--- src/rtl/iss_pkg.sv ---
package iss_pkg;

  typedef enum logic [1:0] {
    UNIT_INT   = 2'd0,
    UNIT_FADD  = 2'd1,
    UNIT_STORE = 2'd2,
    UNIT_RSVD  = 2'd3
  } unit_e;

  // Strobes sent from control to the scoreboard datapath.
  typedef struct packed {
    logic fire;     // decode instruction leaves this cycle
    logic wrDest;   // it writes its destination register
    logic longLat;  // it takes the multi-stage add path
  } issueStrb_t;

endpackage

--- src/rtl/iss_scoreboard.sv ---
module iss_scoreboard
  import iss_pkg::*;
#(
  parameter int NUM_REGS = 32,
  parameter int INT_LAT  = 1,
  parameter int FADD_LAT = 4,
  localparam int RW = $clog2(NUM_REGS),
  localparam int CW = $clog2(FADD_LAT + 1),
  localparam int OW = FADD_LAT + 1
) (
  input  logic          clk,
  input  logic          rstN,
  input  issueStrb_t    strb,
  input  logic [RW-1:0] dest,
  input  logic [RW-1:0] srcA,
  input  logic [RW-1:0] srcB,
  output logic [CW-1:0] cntA,
  output logic [CW-1:0] cntB,
  output logic [OW-1:0] occ
);

  localparam logic [CW-1:0] INT_CNT  = CW'(INT_LAT);
  localparam logic [CW-1:0] FADD_CNT = CW'(FADD_LAT);

  logic [CW-1:0] latSel;
  logic [CW-1:0] pendFlat [NUM_REGS];
  logic [OW-1:0] occNxt;

  assign latSel = strb.longLat ? FADD_CNT : INT_CNT;

  // Per-register countdown of cycles until the result can be forwarded.
  for (genvar g = 0; g < NUM_REGS; g++) begin : g_reg
    logic [CW-1:0] cnt;
    logic [CW-1:0] dec;
    logic          hit;

    assign dec = (cnt != '0) ? cnt - 1'b1 : '0;
    assign hit = strb.fire && strb.wrDest && (dest == RW'(g));

    always_ff @(posedge clk) begin
      if (!rstN)    cnt <= '0;
      else if (hit) cnt <= (dec > latSel) ? dec : latSel;
      else          cnt <= dec;
    end

    assign pendFlat[g] = cnt;
  end

  assign cntA = pendFlat[srcA];
  assign cntB = pendFlat[srcB];

  // occ[i] set: memory stage already claimed i+1 cycles from now.
  always_comb begin
    occNxt = {1'b0, occ[OW-1:1]};
    if (strb.fire) begin
      if (strb.longLat) occNxt[FADD_LAT-1] = 1'b1;
      else              occNxt[INT_LAT-1]  = 1'b1;
    end
  end

  always_ff @(posedge clk) begin
    if (!rstN) occ <= '0;
    else       occ <= occNxt;
  end

endmodule

--- src/rtl/iss_control.sv ---
module iss_control
  import iss_pkg::*;
#(
  parameter int INT_LAT  = 1,
  parameter int FADD_LAT = 4,
  localparam int CW = $clog2(FADD_LAT + 1),
  localparam int OW = FADD_LAT + 1
) (
  input  logic          idValid,
  input  logic [1:0]    idUnit,
  input  logic [CW-1:0] cntA,
  input  logic [CW-1:0] cntB,
  input  logic [OW-1:0] occ,
  output issueStrb_t    strb,
  output logic          issueStall,
  output logic          structStall
);

  // A countdown at or below these limits can be forwarded in time.
  localparam int EX_READY = 1;
  localparam int MEM_GAP  = 1;
  localparam logic [CW-1:0] EX_LIM  = CW'(EX_READY);
  localparam logic [CW-1:0] MEM_LIM = CW'(EX_READY + MEM_GAP);

  logic isStore, isFadd, rawHaz, memHaz;

  assign isStore = (idUnit == UNIT_STORE);
  assign isFadd  = (idUnit == UNIT_FADD);

  assign rawHaz = idValid &&
                  ((cntA > EX_LIM) || (cntB > (isStore ? MEM_LIM : EX_LIM)));
  assign memHaz = idValid && (isFadd ? occ[FADD_LAT] : occ[INT_LAT]);

  assign issueStall  = rawHaz || memHaz;
  assign structStall = memHaz && !rawHaz;

  assign strb.fire    = idValid && !issueStall;
  assign strb.wrDest  = !isStore;
  assign strb.longLat = isFadd;

endmodule

--- src/rtl/issue_interlock.sv ---
module issue_interlock
  import iss_pkg::*;
#(
  parameter int NUM_REGS = 32,
  parameter int INT_LAT  = 1,
  parameter int FADD_LAT = 4,
  localparam int RW = $clog2(NUM_REGS),
  localparam int CW = $clog2(FADD_LAT + 1),
  localparam int OW = FADD_LAT + 1
) (
  input  logic          clk,
  input  logic          rstN,
  input  logic          idValid,
  input  logic [1:0]    idUnit,
  input  logic [RW-1:0] idSrcA,
  input  logic [RW-1:0] idSrcB,
  input  logic [RW-1:0] idDest,
  output logic          issueStall,
  output logic          structStall
);

  issueStrb_t    strb;
  logic [CW-1:0] cntA, cntB;
  logic [OW-1:0] occ;

  iss_control #(.INT_LAT(INT_LAT), .FADD_LAT(FADD_LAT)) u_ctl (
    .idValid(idValid), .idUnit(idUnit), .cntA(cntA), .cntB(cntB), .occ(occ),
    .strb(strb), .issueStall(issueStall), .structStall(structStall)
  );

  iss_scoreboard #(.NUM_REGS(NUM_REGS), .INT_LAT(INT_LAT), .FADD_LAT(FADD_LAT)) u_sb (
    .clk(clk), .rstN(rstN), .strb(strb), .dest(idDest),
    .srcA(idSrcA), .srcB(idSrcB), .cntA(cntA), .cntB(cntB), .occ(occ)
  );

endmodule

--- config.mk ---
export PLATFORM = sky130hd
export DESIGN_NAME = issue_interlock
export DESIGN_NICKNAME = d
export VERILOG_FILES = /design/src/rtl/iss_pkg.sv /design/src/rtl/iss_scoreboard.sv /design/src/rtl/iss_control.sv /design/src/rtl/issue_interlock.sv
export SDC_FILE = /design/constraint.sdc
export NUM_CORES = 1
export LEC_CHECK = 0
export BUFFER_PORTS_ARGS = -buffer_cell sky130_fd_sc_hd__buf_4
export CAP_MARGIN = 40
export CORE_AREA = 2 2 81 161
export CTS_CLUSTER_SIZE = 8
export DETAILED_ROUTE_END_ITERATION = 16
export DIE_AREA = 0 0 83 163
export PLACE_DENSITY = 0.78
export SYNTH_ARGS = -nofsm -noshare
export SYNTH_HDL_FRONTEND = slang
export SYNTH_SLANG_ARGS = --single-unit
export TNS_END_PERCENT = 100
--- constraint.sdc ---
create_clock -name clk -period 8.14 [get_ports clk]
set_clock_uncertainty 0.15 [all_clocks]
set_input_delay 1.628 -clock clk [delete_from_list [all_inputs] [get_ports clk]]
set_output_delay 1.628 -clock clk [all_outputs]
set_load 0.005 [all_outputs]
* Word-level counts from Yosys, hierarchy flattened
Cells that the tools add are included.
W data, S select, Z words.
** Word-level totals
- Register bits :: 101
- Bits in latches :: 0
- Memory bits (writable) :: 0
- ROM bits :: 0
- Bits of input ports :: 20
- Word-level logic and storage cells :: 321
- Memories kept :: 0
** Cells by class
- Add/sub/neg operators :: 32
- Multipliers :: 0
- Div/mod/pow operators :: 0
- Order comparisons :: 36
- Eq/ne operators :: 33
- Shift-type cells :: 0
- Muxes and demuxes :: 109
- Bitwise operators :: 2
- Reduce and logical (&&, ||, !) cells :: 75
** Operators with widths (number)
- $mux W3 :: 101
- $gt A3 B3 Y1 :: 33
- $reduce_bool A3 Y1 :: 32
- $sub A3 B1 Y3 const B :: 32
- $eq A5 B5 Y1 const B :: 16
- $eq A5 B4 Y1 const B :: 8
- $logic_and A1 B1 Y1 :: 37
- $bmux W3 S5 :: 2
- $eq A5 B3 Y1 const B :: 4
- $ge A6 B6 Y1 const B :: 2
- $not A5 Y6 :: 2
- $eq A5 B2 Y1 const B :: 2
- $eq A5 B1 Y1 const B :: 1
- $logic_not A5 Y1 :: 1
- $mux W1 :: 5
- $gt A3 B1 Y1 const B :: 1
- $logic_not A1 Y1 :: 3
- $eq A2 B1 Y1 const B :: 1
- $eq A2 B2 Y1 const B :: 1
- $logic_or A1 B1 Y1 :: 2
- $mux W2 :: 1

* Longest topological paths before layout
- Depth after elaboration :: 13
- Depth in mapped cells :: 17
- Depth with buffers taken out :: 11

* Hierarchy
Synthesis repeated with hierarchy kept, for this count alone.
** Second synthesis, totals
- Cells, all modules :: 973
- Area, all modules :: 8713.4 um2
** By module, submodules not included
- iss_scoreboard :: instances 1, cells an instance 954, area each 8552.0 um2
- iss_control :: instances 1, cells an instance 19, area each 161.4 um2

* Worst setup path after synthesis
No wires, ideal clock.
- Path type :: input to output
- Start point :: input idSrcB[0]
- End point :: output structStall
- Arrival time :: 5.560 ns
- Required time :: 6.362 ns
- Slack :: 0.802 ns
- Stages on the path :: 16
- Path buffers :: 5
- Cells stage by stage :: buf_2 buf_1 clkbuf_1 mux4_2 mux4_2 mux2_2 ha_1 nor2b_1 a2bb2oi_1 a31oi_1 and4b_1 buf_4 and2_1 buf_2 nand2_1 nor3_1
** On the way
- Cells in the longest elaborated chain, start to end :: 9
** Ends and longest elaborated chain
- from (decl) :: line issue_interlock.sv:16 : input logic [RW-1:0] idSrcB,
- $not A5 Y6 (implied by the code) :: line iss_scoreboard.sv:50 : assign cntB = pendFlat[srcB];
- $bmux W3 S5 :: line iss_scoreboard.sv:50
- $mux W3 (implied by the code) (2 in series) :: line iss_scoreboard.sv:50
- $gt A3 B3 Y1 :: line iss_control.sv:31 : ((cntA > EX_LIM) || (cntB > (isStore ? MEM_LIM : EX_LIM)));
- $logic_or A1 B1 Y1 :: line iss_control.sv:31
- $logic_and A1 B1 Y1 :: line iss_control.sv:30 : assign rawHaz = idValid &&
- $logic_not A1 Y1 :: line iss_control.sv:35 : assign structStall = memHaz && !rawHaz;
- $logic_and A1 B1 Y1 :: line iss_control.sv:35
- to (decl) :: line issue_interlock.sv:19 : output logic structStall
Every way passes these cells. The select of a mux whose other input is x is not followed.

* Final worst setup path
- Start point :: input idSrcB[0]
- End point :: output issueStall
** On the way
- Cells in the longest elaborated chain, start to end :: 8
** Ends and longest elaborated chain
- $not A5 Y6 (implied by the code) :: line iss_scoreboard.sv:50
- $bmux W3 S5 :: line iss_scoreboard.sv:50
- $mux W3 (implied by the code) (2 in series) :: line iss_scoreboard.sv:50
- $gt A3 B3 Y1 :: line iss_control.sv:31
- $logic_or A1 B1 Y1 :: line iss_control.sv:31
- $logic_and A1 B1 Y1 :: line iss_control.sv:30
- $logic_or A1 B1 Y1 :: line iss_control.sv:34 : assign issueStall = rawHaz || memHaz;
- to (decl) :: line issue_interlock.sv:18 : output logic issueStall,
Every way passes these cells. The select of a mux whose other input is x is not followed.

==> metrics.txt <==
CTS buffer count 9; top cells by count, synth a21oi_1 (104), dfxtp_1 (99), nand2_1 (70); # diodes 0; post-DP HPWL 15.4 mm; Post-synth EDFFs 0; Post-Syn Area per Cell 8.32 um2; Leak 3.03 nW; area fraction of the dominant cell type after synthesis 25.7%; Worst Hold Class flip-flop to flip-flop; Max Root-Sink Buffers 2; Worst-Skew Late Latency 0.36 ns; Area Growth Syn to Fin 5.91%; Iteration-0 DRC Markers 679; final net count 994; ys flop type dfxtp_1; CP max stage delay 0.55 ns; WP data arrival 5.39 ns; TritonCTS clock tree done; Root Buffer clkbuf_16; Final Max Slew Viols 0; Max Cap Viol 0; gpl congestion 0.954; highest net fanout along the worst path 24; DRT antenna net count 0; Post-synth ARST share 0%; delay-heaviest family, CP multiplexers; worst vdd ir 0.124 mV; cell area after synthesis 7700 um2; CTS Hold Buffers Added 0; # DRC 0; PostCTS Resize Cnt 0; pwr/cell area 132 nW/um2; Crit path buffers/inverters 2; Mapped Cells 926; H-tree level count 3; Crit. End Element output pin; Vias/cell 7.14; initial antenna violation count 0; Rows 58; CTS Sinks 99; fraction of layout cells with a size suffix above 1 11.5%; final period utilization 88.1%; Die X 83 um; Ports 22; Cell Area, Placed 7870 um2; Ys Warns 0; Synth area leader dfxtp_1; register bit total from synthesis 99; CP Cell Sequence buf_4, mux4_2, mux4_2, mux2_2, ha_1, nor2b_1, a2bb2oi_1, a31oi_1, and4b_1, nand2_1, nor2_1, a21oi_1, buf_4; f_max 0.140 GHz; post-route cell area 8160 um2; clock slew seen by the registers of the worst setup and hold paths 0.07 ns; routed len/inst 20.3 um; largest net degree at the start of global routing 38; GRT Resource Usage Total 32.0%; Initial Util 62.0%; worst slew pin tran 0.816 ns; Vias 7581; status complete, no violations; Slew headroom 45.5%; Buffers on Ports 21; WP data required 6.36 ns; RSZ-0062 raised after global routing false; Synth area leaders dfxtp_1 (26%), ha_1 (11%), mux4_2 (8.5%); Die Height 163 um; grt ovf 0; syn nets 1012; post-CTS setup buffer count 0; vias in the first global route 6959; CP Class primary input to output pin; TritonRoute pass-1 iters 5; min cycle time layout 7.17 ns; part of the Yosys area used for sequential elements 25.7%; WHS 0.293 ns; Netlist cell types 61; Core ar. 12400 um2; setup TNS 0 ns; first-pass GRT wire length 34.8 mm; final setup vio count 0; CP max-delay cell mux4_2; Fin. Hold Viols 0; Routed WL 21.6 mm; die area 13500 um2; top-count cell post-synth a21oi_1; startpoint type of the worst setup path primary input
## where the power goes
group | internal (mW) | switching (mW) | total [mW]
registers | 0.485 | 0.00125 | 0.486
clock network | 0.237 | 0.196 | 0.433
logic | 0.0506 | 0.108 | 0.158
## per-stage QoR
step           setup slack [ns]  cells  utilization (%)  total power [mW]
2_1_floorplan             0.802    926                -             0.608
3_3_place_gp               1.13   1047             63.4             0.647
3_5_place_dp              0.986   1047             63.4             0.652
4_1_cts                   0.975   1062             65.7              1.08
5_1_grt                   0.659   1062             65.7              1.11
6_report                  0.972   1062             65.7              1.08
## worst reg2reg max path, cell delays in order (launching register included)
cell and delay (ns):
dfxtp_1 0.38, mux4_2 0.49, mux4_2 0.48, mux2_2 0.28, ha_1 0.29, nor2b_1 0.13
a2bb2oi_1 0.12, a31oi_1 0.13, and4b_1 0.43, nand4_2 0.70, or3_1 0.63, mux2_1 0.32
## registers in the layout, indices dropped and copies added, names as in the netlist
register and flops:
u_sb.g.cnt 96, u_sb.occ 3
## cells in the final DEF (no fill, tap or decap), types with 13 or more instances in the layout
cell type / n
or2_2: 14
nor3b_1: 22
buf_4: 27
o31ai_1: 29
a21oi_1: 104
nor2b_1: 16
nand3_1: 23
inv_1: 29
ha_1: 66
or4_1: 27
nand2_1: 70
dfxtp_1: 99
o21ai_0: 13
nor4_1: 22
mux4_2: 29
nor3_1: 60
o21a_1: 37
nor2_1: 53
## layer usage
layer / up-vias / wire (um) / track usage [%]
li1: 3529 / - / -
met1: 3624 / 8650 / 40.0
met2: 341 / 10300 / 52.8
met3: 87 / 1540 / 5.07
met4: 0 / 1060 / 17.0
met5: - / 0 / 0
## logic make-up (layout without fill, tap and decap cells)
family	count (synthesis)	after routing	share of synthesized area [%]
flip-flops	99	99	25.7
buffers and inverters	87	73	4.47
adder cells (fa/ha/maj)	66	66	10.7
multiplexers	44	44	10.5
AND/OR/NAND/NOR	362	362	25.5
AO/OA/AOI/OAI	268	268	23.0
## cell type report
| type | count | area, um2 |
|---|---|---|
| multi-input combinational | 740 | 5380 |
| sequential | 99 | 1980 |
| fill | 1025 | 4250 |
| clock buffer | 9 | 225 |
| tap | 150 | 188 |
| inverter | 31 | 116 |
| timing repair buffer | 27 | 203 |
| clock inverter | 6 | 65.1 |
## worst paths after layout
kind,from,to,slack [ns],depth (start not counted)
worst min-delay path,u_sb.occ[2]$_SDFF_PN0_,u_sb.occ[1]$_SDFF_PN0_,0.29,1
worst min register to register,u_sb.occ[2]$_SDFF_PN0_,u_sb.occ[1]$_SDFF_PN0_,0.29,1
worst max-delay path,idSrcB[0],issueStall,0.97,13
worst max register to register,u_sb.g_reg[18].cnt[1]$_SDFF_PN0_,u_sb.g_reg[27].cnt[0]$_SDFF_PN0_,3.50,11
No activity file was read; power rests on OpenSTA's default activity.
